--- config.mk ---
export PLATFORM = sky130hd
export DESIGN_NAME = cmd_reg_buffer
export DESIGN_NICKNAME = d
export VERILOG_FILES = /design/src/rtl/cmdbuf_pkg.sv /design/src/rtl/cmdbuf_capture.sv /design/src/rtl/cmdbuf_parity_fsm.sv /design/src/rtl/cmd_reg_buffer.sv
export SDC_FILE = /design/constraint.sdc
export NUM_CORES = 1
export LEC_CHECK = 0
export CORE_AREA = 3 3 58 47
export DETAILED_ROUTE_END_ITERATION = 8
export DIE_AREA = 0 0 61 50
export DONT_BUFFER_PORTS = 1
export PLACE_DENSITY = 0.74
export SLEW_MARGIN = 20
export SYNTH_ARGS = -nofsm -noshare
export SYNTH_HDL_FRONTEND = slang
export SYNTH_SLANG_ARGS = --single-unit
--- constraint.sdc ---
create_clock -name clk -period 1.23 [get_ports clk]
set_clock_uncertainty 0.1 [all_clocks]
set_input_delay 0.0615 -clock clk [delete_from_list [all_inputs] [get_ports clk]]
set_output_delay 0.0615 -clock clk [all_outputs]
set_load 0.01 [all_outputs]
--- src/rtl/cmdbuf_pkg.sv ---
`timescale 1ns/1ps
package cmdbuf_pkg;

    typedef enum logic [0:0] {
        ERR_RELEASED = 1'b0,
        ERR_ASSERTED = 1'b1
    } err_state_e;

    localparam int CS_LANES = 4;
    localparam int CS_HALF  = CS_LANES / 2;

endpackage

--- src/rtl/cmdbuf_capture.sv ---
`timescale 1ns/1ps
module cmdbuf_capture
    import cmdbuf_pkg::*;
#(
    parameter int CA_W  = 22,
    parameter int CKE_W = 2,
    parameter int ODT_W = 2
) (
    input  logic                clk,
    input  logic                rst,
    input  logic                cs_dual_mode,
    input  logic [CA_W-1:0]     ca_in,
    input  logic [CS_LANES-1:0] cs_in_n,
    input  logic [CKE_W-1:0]    cke_in,
    input  logic [ODT_W-1:0]    odt_in,
    output logic [CA_W-1:0]     ca_a_q,
    output logic [CA_W-1:0]     ca_b_q,
    output logic [CS_LANES-1:0] cs_q_n,
    output logic [CKE_W-1:0]    cke_q,
    output logic [ODT_W-1:0]    odt_q,
    output logic                sel_q,
    output logic                par_calc_q
);

    logic [CS_LANES-1:0] cs_mapped_n;
    logic [CS_LANES-1:0] cs_enable;
    logic                sel_now;

    // Chip-select routing: dual mode copies the low half into both halves.
    genvar g;
    generate
        for (g = 0; g < CS_LANES; g++) begin : g_cs_map
            if (g < CS_HALF) begin : g_low
                assign cs_mapped_n[g] = cs_in_n[g];
                assign cs_enable[g]   = 1'b1;
            end else begin : g_high
                assign cs_mapped_n[g] = cs_dual_mode ? cs_in_n[g-CS_HALF] : cs_in_n[g];
                assign cs_enable[g]   = ~cs_dual_mode;
            end
        end
    endgenerate

    assign sel_now = |(~cs_in_n & cs_enable);

    always_ff @(posedge clk) begin
        if (rst) begin
            ca_a_q     <= '0;
            ca_b_q     <= '0;
            cs_q_n     <= '1;
            cke_q      <= '0;
            odt_q      <= '0;
            sel_q      <= 1'b0;
            par_calc_q <= 1'b0;
        end else begin
            ca_a_q     <= ca_in;
            ca_b_q     <= ca_in;
            cs_q_n     <= cs_mapped_n;
            cke_q      <= cke_in;
            odt_q      <= odt_in;
            sel_q      <= sel_now;
            par_calc_q <= ^ca_in;
        end
    end

    p_ca_follow_r1: assert property (@(posedge clk) !rst |=> ca_a_q == $past(ca_in))
        else $error("R1 capture mismatch");
    p_ab_equal_r2: assert property (@(posedge clk) disable iff (rst) !rst |=> ca_b_q == ca_a_q)
        else $error("R2 side copies differ");
    p_ctrl_follow_r3: assert property (@(posedge clk)
        !rst |=> (cke_q == $past(cke_in)) && (odt_q == $past(odt_in)))
        else $error("R3 control capture mismatch");
    p_dual_copy_r4: assert property (@(posedge clk)
        !rst && cs_dual_mode |=> cs_q_n[CS_LANES-1:CS_HALF] == cs_q_n[CS_HALF-1:0])
        else $error("R4 dual copies differ");
    p_quad_direct_r5: assert property (@(posedge clk)
        !rst && !cs_dual_mode |=> cs_q_n == $past(cs_in_n))
        else $error("R5 quad mapping wrong");
    p_reset_cs_r10: assert property (@(posedge clk) rst |=> (&cs_q_n) && !sel_q)
        else $error("R10 reset chip selects");

endmodule

--- src/rtl/cmdbuf_parity_fsm.sv ---
`timescale 1ns/1ps
module cmdbuf_parity_fsm
    import cmdbuf_pkg::*;
#(
    parameter int ERR_HOLD = 2
) (
    input  logic clk,
    input  logic rst,
    input  logic sel_q,
    input  logic par_calc_q,
    input  logic par_in,
    output logic err_n
);

    localparam int CNT_W = (ERR_HOLD > 1) ? $clog2(ERR_HOLD) : 1;
    localparam logic [CNT_W-1:0] RELOAD = CNT_W'(ERR_HOLD - 1);

    err_state_e       state_q, state_d;
    logic [CNT_W-1:0] cnt_q, cnt_d;
    logic             mismatch;

    assign mismatch = sel_q & (par_calc_q ^ par_in);

    always_comb begin
        state_d = state_q;
        cnt_d   = cnt_q;
        unique case (state_q)
            ERR_RELEASED: begin
                if (mismatch) begin
                    state_d = ERR_ASSERTED;
                    cnt_d   = RELOAD;
                end
            end
            ERR_ASSERTED: begin
                if (mismatch) begin
                    cnt_d = RELOAD;
                end else if (cnt_q == '0) begin
                    state_d = ERR_RELEASED;
                end else begin
                    cnt_d = cnt_q - 1'b1;
                end
            end
            default: begin
                state_d = ERR_RELEASED;
                cnt_d   = '0;
            end
        endcase
    end

    always_ff @(posedge clk) begin
        if (rst) begin
            state_q <= ERR_RELEASED;
            cnt_q   <= '0;
        end else begin
            state_q <= state_d;
            cnt_q   <= cnt_d;
        end
    end

    always_comb begin
        err_n = (state_q != ERR_ASSERTED);
    end

    p_mismatch_flags_r6: assert property (@(posedge clk) disable iff (rst)
        mismatch |=> !err_n)
        else $error("R6 mismatch not flagged");
    p_unselected_quiet_r7: assert property (@(posedge clk) disable iff (rst)
        err_n && !sel_q |=> err_n)
        else $error("R7 flag fell without select");
    p_release_r9: assert property (@(posedge clk) disable iff (rst)
        state_q == ERR_ASSERTED && cnt_q == '0 && !mismatch |=> err_n)
        else $error("R9 flag not released");
    p_reset_err_r10: assert property (@(posedge clk) rst |=> err_n)
        else $error("R10 flag not released by reset");

endmodule

--- src/rtl/cmd_reg_buffer.sv ---
`timescale 1ns/1ps
module cmd_reg_buffer
    import cmdbuf_pkg::*;
#(
    parameter int CA_W     = 22,
    parameter int CKE_W    = 2,
    parameter int ODT_W    = 2,
    parameter int ERR_HOLD = 2
) (
    input  logic             clk,
    input  logic             rst,
    input  logic             cs_dual_mode,
    input  logic [CA_W-1:0]  ca_in,
    input  logic [3:0]       cs_in_n,
    input  logic [CKE_W-1:0] cke_in,
    input  logic [ODT_W-1:0] odt_in,
    input  logic             par_in,
    output logic [CA_W-1:0]  ca_a_out,
    output logic [CA_W-1:0]  ca_b_out,
    output logic [3:0]       cs_out_n,
    output logic [CKE_W-1:0] cke_out,
    output logic [ODT_W-1:0] odt_out,
    output logic             err_n
);

    logic sel_q;
    logic par_calc_q;

    cmdbuf_capture #(
        .CA_W  (CA_W),
        .CKE_W (CKE_W),
        .ODT_W (ODT_W)
    ) u_capture (
        .clk          (clk),
        .rst          (rst),
        .cs_dual_mode (cs_dual_mode),
        .ca_in        (ca_in),
        .cs_in_n      (cs_in_n),
        .cke_in       (cke_in),
        .odt_in       (odt_in),
        .ca_a_q       (ca_a_out),
        .ca_b_q       (ca_b_out),
        .cs_q_n       (cs_out_n),
        .cke_q        (cke_out),
        .odt_q        (odt_out),
        .sel_q        (sel_q),
        .par_calc_q   (par_calc_q)
    );

    cmdbuf_parity_fsm #(
        .ERR_HOLD (ERR_HOLD)
    ) u_parity (
        .clk        (clk),
        .rst        (rst),
        .sel_q      (sel_q),
        .par_calc_q (par_calc_q),
        .par_in     (par_in),
        .err_n      (err_n)
    );

    // toggling only control nets on a selected cycle with matching
    // parity never raises an error on the next edge.
    p_ctrl_excluded_r8: assert property (@(posedge clk) disable iff (rst)
        err_n && !(sel_q && (par_calc_q != par_in)) |=> err_n)
        else $error("R8 flag fell without parity mismatch");

endmodule

# Yosys cells after proc, flatten, opt, wreduce, memory -nomap -nowiden
# Cells that the tools add are included.
# word_totals
out_inout_bits	53
n_memories	0
mem_bits_ro	0
word_cells	28
ramBits	0
latch_bits	0
register_bits	34
in_bits	34
# classes
mul	0
n_shift	0
bitwise_logic	6
muxes	10
n_div	0
n_reduce_logical	2
magnitude_cmp	0
n_eq_ne	1
n_addsub	1
# ops
cell	count
parity 22 bit	1
2-to-1 mux 1 bit	8
AND 4 bit	1
NOT 4 bit	1
one-hot mux 1 bit (2 select lines)	2
OR reduction 4 bit	1
!= test 2 x 1 -> 1 bit, second input constant	1
NOT 1 bit	2
AND 1 bit	1
subtractor 1 bit, second input constant	1
XOR 1 bit	1

# Depth between registers and ports, before layout
# logic_depth
depth_word	4
mapped_depth	5

# By module
# A second synthesis with hierarchy kept.
# unflattened
cells_unflattened	120
hier_area_um2	1326.3
# modules_own_cells
mod	cells_each	seq_area_each_um2	area_each_um2	instances
cmdbuf_capture	112	640.6	1238.7	1
cmdbuf_parity_fsm	8	40.0	87.6	1

# Worst setup path before layout
# No wires, ideal clock.
# synth_path
kind	input -> register
from	input ca_in[2]
to	register u_capture.par_calc_q
setup_time_ps	65
required_time_ps	1065
cell_stages	5
arrival_time_ps	976
n_path_buf	0
setup_slack_ps	89
cell_sequence	xor2_1 xnor2_1 xnor2_2 xnor3_1 nor2_1
# synth_between
elab_chain_cells	1
# synth_rtl
element	line	text
from (decl)	cmd_reg_buffer.sv:13	input logic [CA_W-1:0] ca_in,
parity 22 bit	cmdbuf_capture.sv:61	par_calc_q <= ^ca_in;
to (signal assigned)	cmdbuf_capture.sv:61	
to (decl)	cmdbuf_capture.sv:22	output logic par_calc_q
# Every way passes these cells.
# A chain may end at the register's enable or synchronous reset.

==> reports/results.tsv <==
stage	metric	value	unit
global_route	number of global-route vias before repair	969	
global_route	gr usage total	19.2	%
worst_hold_path	Endpoint, Worst Hold	u_capture.par_calc_q	
sta	RSZ-0062 raised after global routing	false	
critical_path	CP endpoint kind	primary output	
critical_path	WP data required	1.07	ns
drt	initial DRC count	17	
logic_synthesis	register area share after synthesis	52.0	%
critical_path	Setup CP Type	flop to primary output	
worst_hold_path	cell depth of the worst min-delay path	4	
critical_path	Critical R2R Capture	u_parity.cnt_q	
sta	setup violators final	0	
finish	Synth-to-Final Area Change	19.7	%
run	max_cap viols	0	
cts	Setup Fix Bufs, Post-CTS	0	
critical_path	largest fanout on the critical path	2	
cts	CTS tree	built	
critical_path	CP arrival	0.79	ns
sta	actual slew at the worst max-slew pin	0.895	ns
logic_synthesis	register bit total from synthesis	34	
critical_path	cells on worst reg2reg path	3	
cts	H-tree depth	2	
logic_synthesis	synthesized net count	155	
cts	clk buf depth	2	
cts	Worst-Skew Late Latency	0.33	ns
logic_synthesis	Avg Inst Size Synth	10.8	um2
finish	fin cells	163	
cts	clock-pin slew on the worst setup and hold paths	0.10	ns
pwr	Leak	0.639	nW
global_route	first-pass GRT wire length	4110	um
floorplanning	Die W	61	um
pwr	Total Power	2.29	mW
floorplanning	Core Area	2230	um2
worst_hold_path	Worst Hold Class	input pin to flop	
drt	Routed Antenna Nets	0	
worst_hold_path	min-delay src	ca_in[7]	
cts	CTS buffer count	5	
drt	DRT Wirelength	2560	um
place	HPWL after DPL	1520	um
finish	Final nets	171	
critical_path	r2r startpoint	u_capture.par_calc_q	
critical_path	startpoint types	flop	
critical_path	reg-to-reg slack, setup	0.36	ns
floorplanning	Rows	15	
finish	Ant. Diodes	0	
status	outcome	completed	
drt	DRC viols	0	
logic_synthesis	Mapped Area	1310	um2
sta	Total Neg Setup Slack	0	ns
place	port buffer count	0	
sta	period utilization	77.6	%
logic_synthesis	yosys warns	0	
logic_synthesis	Synth area leaders	dfxtp_1 (52%), nor2b_1 (13%), buf_4 (13%), xnor2_1 (11%), xnor3_1 (1.7%)	
cts	root buf cell	clkbuf_4	
sta	Final Critical Period	0.955	ns
pwr	PD cells	1460	nW/um2
logic_synthesis	distinct cell type count after synthesis	16	
sta	Final Hold Vio Count	0	
drt	DR vias	803	
drt	drt via density	4.93	
sta	Slew HR	40.3	%
place	gpl congestion	0.628	
floorplanning	Die Y	50	um
drt	routed len/inst	15.7	um
cts	TritonCTS Sinks	34	
global_route	gr ovfl total	0	
floorplanning	Top Ports	87	
global_route	largest net degree at the start of global routing	27	
sta	Final Slew Violations	0	
global_route	antenna violations before repair	0	
logic_synthesis	cell taking the most area after synthesis	dfxtp_1	
drt	Pre-antenna DRT Iters	2	
logic_synthesis	Synth top area share	52.0	%
logic_synthesis	Mapped Cells	121	
finish	layout cell share with drive strength beyond 1	7.25	%
floorplanning	die area	3050	um2
floorplanning	initial core utilization	58.7	%
place	Placed Instances	121	
pwr	Max IR drop VDD	0.992	mV
sta	Achievable Freq	1.05	GHz
-- per-stage QoR --
step	setup WS (ns)	hold WS, ns	area (um2)	util, %
2_1_floorplan	0.0892	0.0331	1310	-
3_3_place_gp	0.00120	0.0352	1160	52.2
3_5_place_dp	-0.0520	0.0374	1160	52.2
4_1_cts	0.00787	0.109	1570	70.1
5_1_grt	0.229	0.129	1570	70.2
6_report	0.275	0.130	1570	70.2
-- power by group --
part	switching (mW)	total, mW	internal [mW]
clock network	0.359	0.636	0.277
logic	0.133	0.384	0.252
registers	0.0904	1.27	1.18
total	0.582	2.29	1.71
-- cells by family (layout without fill, tap and decap cells) --
group           after synthesis  count (layout)  synth area share [%]
compound gates                6               6                  3.15
buf+inv                      26              43                  13.8
simple gates                 34              34                  15.5
flops                        34              34                  52.0
xor+xnor                     21              21                  15.7
-- layer usage --
| metal | GRT usage (%) | routed length (um) | vias to the layer above |
|---|---|---|---|
| li1 | - | - | 379 |
| met1 | 18.2 | 968 | 365 |
| met2 | 34.7 | 1360 | 52 |
| met3 | 5.76 | 170 | 7 |
| met4 | 11.6 | 59 | 0 |
| met5 | 0 | 0 | - |
-- sequential cells by signal (all words and copies together), names as in the netlist --
name / flops
u_capture.ca_a_q: 22
u_capture.cke_q: 2
u_capture.cs_q_n: 4
u_capture.odt_q: 2
u_capture.par_calc_q: 1
u_capture.sel_q: 1
u_parity.cnt_q: 1
u_parity.state_q: 1
-- worst max path at each step --
stage / start / to / depth (start not counted)
3_5_place_dp: ca_in[14] / u_capture.par_calc_q / 5
4_1_cts: rst / u_capture.cs_q_n[0] / 2
2_1_floorplan: ca_in[2] / u_capture.par_calc_q / 5
6_report: u_capture.ca_a_q[20] / ca_b_out[20] / 0
3_3_place_gp: ca_in[18] / u_capture.par_calc_q / 5
5_1_grt: ca_in[14] / u_capture.par_calc_q / 5
-- layout make-up --
| class | count | area, um2 |
|---|---|---|
| fill | 183 | 666 |
| clock inverter | 1 | 5.00 |
| clock buffer | 7 | 55.1 |
| inverter | 1 | 3.75 |
| sequential | 34 | 681 |
| tap | 25 | 31.3 |
| multi-input combinational | 61 | 449 |
| timing repair buffer | 34 | 343 |
-- layout by cell type, fill, tap and decap left out --
master,instances
nor2b_1,28
a21oi_1,2
clkbuf_8,1
a211o_1,2
a21o_1,1
a31oi_1,1
or2_2,2
xnor2_2,1
clkbuf_1,1
xnor2_1,17
dlymetal6s4s_1,1
clkbuf_4,5
dfxtp_1,34
clkinv_2,1
nand2_1,3
dlygate4sd3_1,33
inv_1,1
nor2_1,1
xnor3_1,1
xor2_1,2
-- worst register-to-register path, delay by kind of cell (launching register included) --
kind                      cells  cell delay (ns)
xor gates and xnor gates      1             0.14
and+or+nand+nor               1             0.08
AOI/OAI and AO/OA             1             0.12
DFF                           1             0.35
-- timing repair --
action / in CTS / in global routing
hold endpoints to repair: 34 / 0
endpoints found under the setup margin: 0 / 26
hold buffers: 34 / 0
resized for setup: 0 / 1
-- Yosys cell counts (all sizes together) --
| master | count |
|---|---|
| a211o | 2 |
| dfxtp | 34 |
| clkbuf | 3 |
| xor2 | 2 |
| nor2 | 1 |
| xnor3 | 1 |
| or2 | 2 |
| xnor2 | 18 |
| inv | 1 |
| buf | 22 |
| a31oi | 1 |
| nand2 | 3 |
| a21oi | 2 |
| nor2b | 28 |
| a21o | 1 |
(Power assumes the default switching activity.)
